## src/rtl/clkstop_pkg.sv

```systemverilog
package clkstop_pkg;
    typedef enum logic {
        GS_HALT = 1'b0,
        GS_RUN  = 1'b1
    } grp_state_e;
endpackage

```

## src/rtl/stop_sync.sv

```systemverilog
module stop_sync #(
    parameter int STAGES = 2
) (
    input  logic clk,
    input  logic rst_n,
    input  logic async_n,
    output logic sync_n
);
    logic [STAGES-1:0] shreg_q;

    // preset to "running" so a stop is never seen during reset
    always_ff @(posedge clk or negedge rst_n) begin
        if (!rst_n) begin
            shreg_q <= '1;
        end else begin
            shreg_q <= {shreg_q[STAGES-2:0], async_n};
        end
    end

    assign sync_n = shreg_q[STAGES-1];
endmodule

```

## src/rtl/clk_gate_grp.sv

```systemverilog
module clk_gate_grp
    import clkstop_pkg::*;
#(
    parameter int N = 4
) (
    input  logic         clk,
    input  logic         rst_n,
    input  logic         upd,      // edge that leaves the source clock low
    input  logic         phase,    // current source clock level
    input  logic         run_req,  // synchronized run request
    input  logic [N-1:0] en,
    output logic [N-1:0] clk_o
);
    grp_state_e   state_q, state_d;
    logic [N-1:0] gate_q;

    // state register
    always_ff @(posedge clk or negedge rst_n) begin
        if (!rst_n) begin
            state_q <= GS_HALT;
        end else begin
            state_q <= state_d;
        end
    end

    // transitions: resume and halt, only at update points
    always_comb begin
        state_d = state_q;
        unique case (state_q)
            GS_RUN:  if (upd && !run_req) state_d = GS_HALT;
            GS_HALT: if (upd && run_req)  state_d = GS_RUN;
            default: state_d = GS_HALT;
        endcase
    end

    // output gates: loaded only when the source clock is going/staying low
    always_ff @(posedge clk or negedge rst_n) begin
        if (!rst_n) begin
            gate_q <= '0;
        end else if (upd) begin
            gate_q <= (state_d == GS_RUN) ? en : '0;
        end
    end

    for (genvar i = 0; i < N; i++) begin : g_out
        assign clk_o[i] = phase & gate_q[i];
    end
endmodule

```

## src/rtl/clkstop_ctrl.sv

```systemverilog
module clkstop_ctrl #(
    parameter int NCPU        = 4,
    parameter int NPCI        = 6,
    parameter int SYNC_STAGES = 2
) (
    input  logic            clk,
    input  logic            rst_n,
    input  logic            mode_strap,
    input  logic            cpu_stop_n,
    input  logic            pci_stop_n,
    input  logic [NCPU-1:0] cpu_en,
    input  logic [NPCI-1:0] pci_en,
    input  logic            pci_free_en,
    output logic [NCPU-1:0] cpu_clk_o,
    output logic [NPCI-1:0] pci_clk_o,
    output logic            pci_free_o
);
    localparam int DIV_W = 2;
    localparam logic [NPCI-1:0] SHARED_MASK = {1'b1, {(NPCI-1){1'b0}}};

    logic [DIV_W-1:0] cnt_q;
    logic             desktop_q;
    logic             cpu_sync_n, pci_sync_n;
    logic             cpu_run, pci_run;
    logic             cpu_upd, pci_upd;
    logic [NPCI-1:0]  pci_en_eff;

    // shared divider: bit 0 is the processor clock, top bit the bus clock
    always_ff @(posedge clk or negedge rst_n) begin
        if (!rst_n) begin
            cnt_q <= '0;
        end else begin
            cnt_q <= cnt_q + 1'b1;
        end
    end

    // strap capture while reset is held
    always_ff @(posedge clk) begin
        if (!rst_n) begin
            desktop_q <= mode_strap;
        end
    end

    stop_sync #(.STAGES(SYNC_STAGES)) u_cpu_sync (
        .clk(clk), .rst_n(rst_n), .async_n(cpu_stop_n), .sync_n(cpu_sync_n)
    );
    stop_sync #(.STAGES(SYNC_STAGES)) u_pci_sync (
        .clk(clk), .rst_n(rst_n), .async_n(pci_stop_n), .sync_n(pci_sync_n)
    );

    assign cpu_run    = desktop_q | cpu_sync_n;
    assign pci_run    = desktop_q | pci_sync_n;
    assign cpu_upd    = cnt_q[0];     // next edge brings processor clock low
    assign pci_upd    = &cnt_q;       // next edge is the bus clock falling edge
    assign pci_en_eff = desktop_q ? pci_en : (pci_en & ~SHARED_MASK);

    clk_gate_grp #(.N(NCPU)) u_cpu_grp (
        .clk(clk), .rst_n(rst_n), .upd(cpu_upd), .phase(cnt_q[0]),
        .run_req(cpu_run), .en(cpu_en), .clk_o(cpu_clk_o)
    );

    clk_gate_grp #(.N(NPCI)) u_pci_grp (
        .clk(clk), .rst_n(rst_n), .upd(pci_upd), .phase(cnt_q[DIV_W-1]),
        .run_req(pci_run), .en(pci_en_eff), .clk_o(pci_clk_o)
    );

    clk_gate_grp #(.N(1)) u_free_grp (
        .clk(clk), .rst_n(rst_n), .upd(pci_upd), .phase(cnt_q[DIV_W-1]),
        .run_req(1'b1), .en(pci_free_en), .clk_o(pci_free_o)
    );
endmodule

```

## config.mk

```make
export PLATFORM = sky130hd
export DESIGN_NAME = clkstop_ctrl
export DESIGN_NICKNAME = d
export VERILOG_FILES = /design/src/rtl/clkstop_pkg.sv /design/src/rtl/stop_sync.sv /design/src/rtl/clk_gate_grp.sv /design/src/rtl/clkstop_ctrl.sv
export SDC_FILE = /design/constraint.sdc
export NUM_CORES = 1
export LEC_CHECK = 0
export ABC_AREA = 0
export BUFFER_PORTS_ARGS = -buffer_cell sky130_fd_sc_hd__buf_2
export CAP_MARGIN = 20
export CORE_MARGIN = 1
export CORE_UTILIZATION = 47
export CTS_CLUSTER_SIZE = 25
export DETAILED_ROUTE_END_ITERATION = 10
export MAX_ROUTING_LAYER = met4
export PLACE_DENSITY = 0.82
export SLEW_MARGIN = 20
export SYNTH_ARGS = -nofsm -noshare
export SYNTH_HDL_FRONTEND = slang
export SYNTH_SLANG_ARGS = --single-unit
```

## constraint.sdc

```tcl
create_clock -name clk -period 1.32 [get_ports clk]
set_clock_uncertainty 0.05 [all_clocks]
set_input_delay 0.066 -clock clk [delete_from_list [all_inputs] [get_ports clk]]
set_output_delay 0.066 -clock clk [all_outputs]
set_load 0.05 [all_outputs]
```

Word level (Yosys, flattened, before mapping)
Cells that the tools add are included.
{ "classes": {"bitwise": 16, "addsub": 1, "muxes": 12, "n_reduce_logical": 7} }
{ "op_table": {"columns": ["op", "n"], "rows": [
  ["2-to-1 mux 6 bit", 2],
  ["bitwise AND 1 bit", 11],
  ["2-to-1 mux 1 bit", 6],
  ["case mux 1 bit (2 select lines)", 3],
  ["logical AND 1 bit", 4],
  ["2-to-1 mux 4 bit", 1],
  ["inverter 1 bit", 3],
  ["adder 2 x 1 -> 2 bit (second input constant)", 1],
  ["zero test 1 bit", 2],
  ["bitwise OR 1 bit", 2],
  ["AND reduction 2 bit", 1]
]} }
{ "word_totals": {"elab_cells": 46, "out_inout_bits": 11, "in_bits": 16, "register_bits": 21} }

Depth between registers and ports, before layout
Gate-level depths: netlist (run 1).
{ "logic_depth": {"depth_word": 6, "mapped_depth": 4, "ltp_nobuf": 3} }

By module
A second synthesis (run 1) with hierarchy kept.
{ "hier_totals": {"hier_cells": 61, "hier_area_um2": 729.4} }
{ "modules_own_cells": {"columns": ["mod", "area_per_inst_um2", "cells_each", "seq_area_each_um2", "instances"], "rows": [
  ["clk_gate_grp (u_pci_grp)", 264.0, 21, 150.1, 1],
  ["clk_gate_grp (u_cpu_grp)", 191.4, 21, 100.1, 1],
  ["clkstop_ctrl", 123.9, 10, 80.1, 1],
  ["stop_sync", 52.6, 2, 52.6, 2],
  ["clk_gate_grp (u_free_grp)", 45.0, 5, 25.0, 1]
]} }

Worst setup path after synthesis (run 1)
Ideal clock, no wire load.
{ "synth_timing": {"path_type": "register -> register", "start": "register cnt_q[1]", "end": "register u_pci_grp.gate_q[0]", "path_buffers": 0, "path_stages_with_launch": 4, "setup_ps": 136, "required_time_ps": 1134, "t_arrival_ps": 998, "slack_ps": 136, "path_cell_list": "dfrtp_1 ha_1 nor3b_2 o32ai_1"} }
{ "synth_between": {"elab_chain_len": 5} }
{ "synth_lines": {"columns": ["element", "line", "rtl"], "rows": [
  ["start, declared", "clkstop_ctrl.sv:21", "logic [DIV_W-1:0] cnt_q;"],
  ["start signal, assigned", "clkstop_ctrl.sv:33", "cnt_q <= cnt_q + 1'b1;"],
  ["AND reduction 2 bit *", "clkstop_ctrl.sv:54", "assign pci_upd = &cnt_q;"],
  ["logical AND 1 bit, on equally long branches", "clk_gate_grp.sv:31, clk_gate_grp.sv:30", null],
  ["2-to-1 mux 1 bit, on equally long branches", "clk_gate_grp.sv:31, clk_gate_grp.sv:30", null],
  ["case mux 1 bit (2 select lines)", "clk_gate_grp.sv:29", "unique case (state_q)"],
  ["2-to-1 mux 6 bit", "clk_gate_grp.sv:41", "gate_q <= (state_d == GS_RUN) ? en : '0;"],
  ["end signal, assigned", "clk_gate_grp.sv:41", null],
  ["end, declared", "clk_gate_grp.sv:15", "logic [N-1:0] gate_q;"]
]} }
Mark *: on every way between the ends. The rest lies on a longest branch, timed or not.
A chain may end at the register's enable or synchronous reset.

Final worst setup path (run 1)
{ "layout_timing": {"start": "register cnt_q[0]", "end": "register u_pci_grp.gate_q[1]"} }
{ "layout_between": {"elab_chain_len": 5} }
{ "layout_lines": {"columns": ["element", "line", "rtl"], "rows": [
  ["AND reduction 2 bit *", "clkstop_ctrl.sv:54", null],
  ["net pci_upd", "clkstop_ctrl.sv:25", "logic cpu_upd, pci_upd;"],
  ["logical AND 1 bit, on equally long branches", "clk_gate_grp.sv:31, clk_gate_grp.sv:30", null],
  ["2-to-1 mux 1 bit, on equally long branches", "clk_gate_grp.sv:31, clk_gate_grp.sv:30", null],
  ["case mux 1 bit (2 select lines)", "clk_gate_grp.sv:29", null],
  ["2-to-1 mux 6 bit", "clk_gate_grp.sv:41", null]
]} }
The timed path passes the listed nets; every way through them passes the cells marked *.

==> results of run 1 <==
-- path summary, 6_finish.rpt --
path                                       startpoint                    end  slack [ns]  depth (start not counted)
worst max-delay path                         cnt_q[0]    u_pci_grp.gate_q[1]        0.03                          4
worst min-delay path                        pci_en[5]    u_pci_grp.gate_q[5]        0.03                          3
worst max register to register               cnt_q[0]    u_pci_grp.gate_q[1]        0.03                          4
worst min register to register  u_pci_sync.shreg_q[0]  u_pci_sync.shreg_q[1]        0.31                          0
max in group asynchronous                       rst_n  u_pci_sync.shreg_q[1]        0.74                          3
min in group asynchronous                       rst_n    u_cpu_grp.gate_q[2]        0.22                          3
-- cells by family (layout without fill, tap and decap cells) --
family                     Yosys count  in the layout
AOI/OAI and AO/OA                   11             11
adders and majority gates            2              2
buffers and inverters               10             57
DFF                                 19             19
muxes                                1              1
and+or+nand+nor                     24             24
-- critical path, stage by stage (launching register included) --
cell	delay [ns]
sky130_fd_sc_hd__dfrtp_1	0.42
sky130_fd_sc_hd__ha_1	0.26
sky130_fd_sc_hd__buf_4	0.17
sky130_fd_sc_hd__nand2_1	0.09
sky130_fd_sc_hd__o32ai_2	0.22
-- stage by stage --
step	cells	setup TNS, ns	util [%]
floorplan	67	0	-
CTS	130	0	73.78
detailed placement	112	0	62.18
global route	130	-0.07413	79.14
global placement	112	0	62.18
finish	130	0	79.14
-- power groups by stage --
stage          Combinational, mW  Sequential (mW)  Clock (mW)
3_3_place_gp               0.110            0.650           0
3_5_place_dp               0.112            0.652           0
5_1_grt                    0.173            0.647       0.312
6_report                   0.161            0.644       0.273
2_1_floorplan             0.0638            0.647           0
4_1_cts                    0.150            0.641       0.281
-- flip-flops by register name, indices dropped and copies added (netlist names) --
| name | cells |
|---|---|
| cnt_q | 2 |
| desktop_q | 1 |
| u_cpu_grp.gate_q | 4 |
| u_cpu_sync.shreg_q | 2 |
| u_free_grp.gate_q | 1 |
| u_pci_grp.gate_q | 6 |
| u_pci_grp.state_q | 1 |
| u_pci_sync.shreg_q | 2 |
-- layer usage --
metal	GRT usage (%)	share of wire, %
met2	33.94	53
met5	-	0
met1	25.28	42
met4	5.625	0.39
met3	6.383	4.9
-- cell usage after synthesis --
cell type,count
sky130_fd_sc_hd__o21ai_0,1
sky130_fd_sc_hd__edfxtp_1,1
sky130_fd_sc_hd__o2bb2ai_1,4
sky130_fd_sc_hd__o32ai_1,5
sky130_fd_sc_hd__dfrtp_1,14
sky130_fd_sc_hd__dfstp_2,4
sky130_fd_sc_hd__o2111ai_1,1
sky130_fd_sc_hd__nor3b_2,1
sky130_fd_sc_hd__inv_1,8
sky130_fd_sc_hd__nor2_1,3
sky130_fd_sc_hd__buf_6,1
sky130_fd_sc_hd__ha_1,2
sky130_fd_sc_hd__buf_2,1
sky130_fd_sc_hd__nand2_1,9
sky130_fd_sc_hd__and2_1,11
sky130_fd_sc_hd__mux2_2,1
-- cell type report --
| cell class | count | area, µm² |
|---|---|---|
| fillers | 88 | 321.6 |
| multi-input cells | 38 | 274.0 |
| clock buffers | 4 | 26.28 |
| inverters | 8 | 30.03 |
| repair buffers | 45 | 384.1 |
| well taps | 16 | 20.02 |
| flip-flops and latches | 19 | 485.5 |
-- placed cells by master (no fill, tap or decap), types with 2 or more instances in the layout --
cell type,n
sky130_fd_sc_hd__clkbuf_4,3
sky130_fd_sc_hd__inv_1,8
sky130_fd_sc_hd__o2bb2ai_1,4
sky130_fd_sc_hd__nand2_1,9
sky130_fd_sc_hd__dlygate4sd3_1,14
sky130_fd_sc_hd__o32ai_1,4
sky130_fd_sc_hd__buf_4,3
sky130_fd_sc_hd__dfstp_2,4
sky130_fd_sc_hd__nor2_1,2
sky130_fd_sc_hd__buf_2,15
sky130_fd_sc_hd__and2_1,11
sky130_fd_sc_hd__buf_6,13
sky130_fd_sc_hd__dfrtp_1,14
-- what timing repair did --
| action | CTS | global route |
|---|---|---|
| resized for setup | 5 | 29 |
| endpoints found under the setup margin | 5 | 16 |
| endpoints found under the hold margin | 31 | 0 |
| hold buffers | 14 | 0 |
==> qor.log, run 1 <==
[power] Pint 822.9 µW
[floorplan] # rows 14
[logic_synthesis] multiplexer share of the synthesized area 1.431%
[final_layout] final non-filler cell area 1220 µm²
[power] switching fraction of total power 23.65%
[power] fraction of power consumed by combinational cells 15.0%
[sta] measured slew at the worst slew-check pin 0.3142 ns
[clock_network] clock latency at the later pin of the worst-skew pair 0.29 ns
[final_layout] fraction of layout cells with a size suffix above 1 37.72%
[logic_synthesis] number of unique standard cell types used by synthesis 16
[floorplan] Initial Utilization 51.06%
[grt] number of global-route vias before repair 651
[hold_path] class of the most critical hold timing path input pin to flop
[floorplan] core region area 1541 µm²
[power] portion of total power attributed to sequential cells 59.7%
[sta] relative max-transition margin 79.03%
[logic_synthesis] Cells after Synth 67
[grt] pin count of the biggest net entering global routing 19
[clock_network] clock tree from TritonCTS yes
[clock_network] number of post-CTS setup repair buffers 0
[logic_synthesis] post-synthesis area per instance 11.75 µm²
[logic_synthesis] combinational family with the most area after synthesis simple AND/OR/NAND/NOR gates
[logic_synthesis] Synth warnings 0
[clock_network] clock sink total 19
[placement] IO Port Bufs 26
[logic_synthesis] share of synthesized area occupied by flip-flops and latches 61.69%
[job] Maximum Capacitance Violations 0
[logic_synthesis] fraction of the mapped netlist area in compound gates 11.76%
[worst_setup_path] data arrival time at the worst-slack endpoint 1.44 ns
[worst_setup_path] largest fanout on the critical path 6
[power] leakage dissipation 0.5796 nW
[clock_network] CTS Buffer Depth 2
[route] average routed wire per standard cell 13.65 µm
[final_layout] # nets final 133
[logic_synthesis] Synth area leaders sky130_fd_sc_hd__dfrtp_1, sky130_fd_sc_hd__dfstp_2, sky130_fd_sc_hd__and2_1
[final_layout] relative area change from synthesis to final layout 55.01%
[route] Post-Route WL 1775 µm
[route] TritonRoute pass-1 iters 4
[power] Total Power 1.078 mW
[worst_setup_path] WP data required 1.47 ns
[route] antenna-violating nets left 0
[route] via count 663
[floorplan] number of I/O pins 27
[clock_network] clock-pin transition on the worst setup and hold timing paths 0.10 ns
[route] post-detailed-route DRC marker count 0
[placement] instance area after placement 958.4 µm²
[placement] placer congestion estimate 0.7070
[worst_setup_path] type of origin of the critical path flop
[run_status] status completed
[logic_synthesis] XOR/XNOR share of the synthesized area 0%
[sta] maximum frequency from static timing analysis 0.7743 GHz
[placement] Placement Setup Slack 0.05707 ns
[sta] final setup vio count 0
[worst_setup_path] crit path capture type flop
[grt] total overflow reported by the global router 0
[power] net switching power 254.9 µW
[floorplan] area enclosed by the die boundary 1842 µm²
[route] via/cell ratio 5.100
[logic_synthesis] most area-hungry cell type in the Yosys netlist sky130_fd_sc_hd__dfrtp_1
[clock_network] Clock Root Buffer sky130_fd_sc_hd__clkbuf_4
[logic_synthesis] cell area after technology mapping 787.0 µm²
[grt] global-route total usage across every layer 20.89%
[power] peak supply drop 0.8898 mV
[final_layout] number of antenna repair diodes 0
[sta] final critical-path required period 1.291 ns
[route] first-iteration detailed-routing DRC count 27
[logic_synthesis] Net Count, Synth 85
[power] Clk network pwr share 25.3%
[logic_synthesis] Synth Register Bits 19
[grt] number of antenna violations at the first check in global routing 0
[sta] number of pins exceeding their max-slew limit in the final report 0
[sta] total count of hold-check failures in the final report 0
[clock_network] CTS buffer count 3
[placement] detailed-placement wirelength estimate 1041 µm
[logic_synthesis] post-synthesis share of cell area spent on and, or, nand and nor gates 16.06%
[logic_synthesis] share of the synthesized area in the top cell type 44.52%
[logic_synthesis] Synth Area in Adders 3.180%
[sta] Final period util 97.84%
[clock_network] number of H-tree levels 1
[floorplan] die extent in y 42.92 µm
[sta] Worst Setup Slack, final 0.02855 ns
[floorplan] die outline width 42.92 µm
[power] cell area power density 883.5 nW/µm²
[grt] wire length of the first global-routing pass 2725 µm
[worst_setup_path] critical path class flop to flop
[sta] minimum hold slack 0.03181 ns
Power figures use the tool's default switching activity.
==> run 2, diff against run 1 <==
--- a/config.mk
+++ b/config.mk
@@ -8,12 +8,14 @@
 export ABC_AREA = 0
 export BUFFER_PORTS_ARGS = -buffer_cell sky130_fd_sc_hd__buf_2
 export CAP_MARGIN = 20
+export CELL_PAD_IN_SITES_DETAIL_PLACEMENT = 1
+export CELL_PAD_IN_SITES_GLOBAL_PLACEMENT = 1
 export CORE_MARGIN = 1
-export CORE_UTILIZATION = 47
+export CORE_UTILIZATION = 36
 export CTS_CLUSTER_SIZE = 25
 export DETAILED_ROUTE_END_ITERATION = 10
 export MAX_ROUTING_LAYER = met4
-export PLACE_DENSITY = 0.82
+export PLACE_DENSITY = 0.81
 export SLEW_MARGIN = 20
 export SYNTH_ARGS = -nofsm -noshare
 export SYNTH_HDL_FRONTEND = slang
==> run 2 against run 1 <==
The run now ends with setup timing left. Power grew 4.1%. Critical path depth fell by 1. Utilization decreased by 15 points. Fmax is 2.7% lower. Sequential share of layout area decreased by 1.9 points. Clock power increased by 9.5%. First-iteration DRC count is 52% lower. Die area grew 29%. Worst setup slack got worse by 0.035 ns. Global-route usage is 2.6 points higher. Worst hold slack better by 0.22 ns. Sequential power increased by 0.8%. Highest routed layer unchanged.
==> qor.log, run 2 (synthesis results as in run 1) <==
[run_status] status finished, violations left
[run_status] failing checks setup timing
[clock_network] Clock Root Buffer sky130_fd_sc_hd__clkbuf_4
[clock_network] number of H-tree levels 1
[worst_setup_path] cells along the critical path buf_6, and2_4, buf_8
[final_layout] Layout Utilization 64.38%
[worst_setup_path] type of origin of the critical path flop
[final_layout] fraction of layout cells with a size suffix above 1 46.09%
[placement] placer congestion estimate 0.7839
[grt] wire length of the first global-routing pass 3974 µm
[sta] relative max-transition margin 75.59%
[worst_setup_path] largest fanout on the critical path 7
[grt] number of antenna violations at the first check in global routing 0
[final_layout] relative area change from synthesis to final layout 63.75%
[sta] final critical-path required period 1.327 ns
[route] TritonRoute pass-1 iters 4
[final_layout] register with the most flip-flops u_pci_grp.gate_q
[clock_network] CTS Buffer Depth 2
[route] post-detailed-route DRC marker count 0
[floorplan] die outline width 48.76 µm
[worst_setup_path] critical path class flop to primary output
[route] via count 694
[hold_path] class of the most critical hold timing path input pin to async pin
[final_layout] # nets final 134
[route] first-iteration detailed-routing DRC count 13
[sta] RSZ-0062 raised after global routing true
[placement] detailed-placement wirelength estimate 1239 µm
[sta] minimum hold slack 0.2490 ns
[grt] global-route total usage across every layer 23.49%
[power] cell area power density 870.5 nW/µm²
[worst_setup_path] delay contributed by the slowest stage of the critical path 0.47 ns
[sta] total count of hold-check failures in the final report 0
[route] Post-Route WL 2615 µm
[worst_setup_path] CP max-delay cell sky130_fd_sc_hd__dfrtp_2
[clock_network] clock sink total 19
[sta] measured slew at the worst slew-check pin 0.3658 ns
[route] via/cell ratio 4.887
[worst_setup_path] crit path capture type primary output
[grt] total overflow reported by the global router 0
[sta] maximum frequency from static timing analysis 0.7536 GHz
[final_layout] registers with the most flip-flops u_pci_grp.gate_q x6, u_cpu_grp.gate_q x4
[worst_setup_path] worst reg-to-reg setup slack 0.01 ns
[final_layout] number of cells in the finished layout apart from fillers 142
[route] antenna-violating nets left 0
[floorplan] die extent in y 48.76 µm
[clock_network] clock tree from TritonCTS yes
[floorplan] number of I/O pins 27
[placement] IO Port Bufs 26
[worst_setup_path] capturing point of the worst reg2reg path u_pci_grp.gate_q[0]
[sta] number of pins exceeding their max-slew limit in the final report 0
[floorplan] # rows 16
[floorplan] core region area 2002 µm²
[floorplan] Initial Utilization 39.31%
[final_layout] leading cell types in the layout, fill and taps excluded sky130_fd_sc_hd__buf_2, sky130_fd_sc_hd__dlygate4sd3_1, sky130_fd_sc_hd__dfrtp_1
[power] leakage dissipation 0.5962 nW
[clock_network] CTS buffer count 3
[power] peak supply drop 0.6639 mV
[route] average routed wire per standard cell 18.42 µm
[power] Total Power 1.122 mW
[worst_setup_path] R2R cell count 3
[final_layout] most common cell after layout, fill and taps aside sky130_fd_sc_hd__buf_2
[clock_network] clock-pin transition on the worst setup and hold timing paths 0.11 ns
[worst_setup_path] data arrival time at the worst-slack endpoint 1.21 ns
[worst_setup_path] WP data required 1.20 ns
[grt] number of global-route vias before repair 745
[sta] final setup vio count 5
[final_layout] max reg flops 6
[worst_setup_path] critical register-to-register path startpoint cnt_q[1]
[job] Maximum Capacitance Violations 0
[clock_network] clock latency at the later pin of the worst-skew pair 0.30 ns
[clock_network] number of post-CTS setup repair buffers 0
[placement] cell total after placement 122
[sta] Final period util 100.5%
[sta] Worst Setup Slack, final -0.006914 ns
[floorplan] area enclosed by the die boundary 2377 µm²
[final_layout] number of antenna repair diodes 0
[grt] pin count of the biggest net entering global routing 19
-- run 2: cell count changes in the layout (fill, tap and decap cells not counted), sizes merged --
cell         previous run  this run
dlygate4sd3            14        15
-- run 2: how the worst max path moves through the flow --
stage	cells past startpoint	from	to	slack, ns
final	3	cnt_q[1]	pci_clk_o[0]	-0.007
after CTS	3	cnt_q[1]	pci_clk_o[0]	0.00005
after detailed placement	3	cnt_q[0]	u_pci_grp.gate_q[2]	0.03
after global placement	3	cnt_q[0]	u_pci_grp.gate_q[1]	0.09
after global routing	3	cnt_q[0]	cpu_clk_o[3]	-0.04
after floorplan	3	cnt_q[1]	u_pci_grp.gate_q[0]	0.14
-- run 2: where the power goes --
part,leakage [nW],switching (mW),internal [mW]
registers,0.219,0.0239,0.625
clock network,0.0150,0.182,0.118
logic,0.362,0.0893,0.0842
total,0.596,0.295,0.827
-- run 2: area by class of cell --
class                      instances  area [µm²]
inverter                           8       30.03
timing repair buffer              46       406.6
multi-input combinational         38       304.0
clock buffer                       4       26.28
fill                             206       713.2
sequential                        19       488.0
tap                               27       33.78
-- run 2: stage by stage --
step | cell area, µm² | setup TNS (ns) | setup slack (ns)
after global routing | 1289 | -0.2991 | -0.04207
final | 1289 | -0.01650 | -0.006914
after detailed placement | 964.7 | 0 | 0.03123
after CTS | 1229 | 0 | 0.00005163
after global placement | 964.7 | 0 | 0.09178
after floorplan | 787.0 | 0 | 0.1363
-- run 2: per-layer routing --
layer / vias up / routed length (µm) / global-route usage [%]
met2: 24 / 1285 / 37.04
li1: 320 / - / -
met4: 0 / 70 / 9.314
met3: 7 / 87 / 4.088
met1: 343 / 1171 / 30.06
met5: - / 0 / -
-- run 2: worst max-delay path: cells and delay by family (launching register included) --
kind,cells,cell delay [ns]
buf+inv,2,0.29
flops,1,0.47
simple gates,1,0.14
-- run 2: what timing repair did --
| action | CTS | global route |
|---|---|---|
| pin swaps | 0 | 2 |
| hold buffers | 15 | 0 |
| cloned | 0 | 1 |
| gates resized for setup | 27 | 16 |
| endpoints found under the setup margin | 11 | 18 |
| hold endpoints to repair | 33 | 0 |
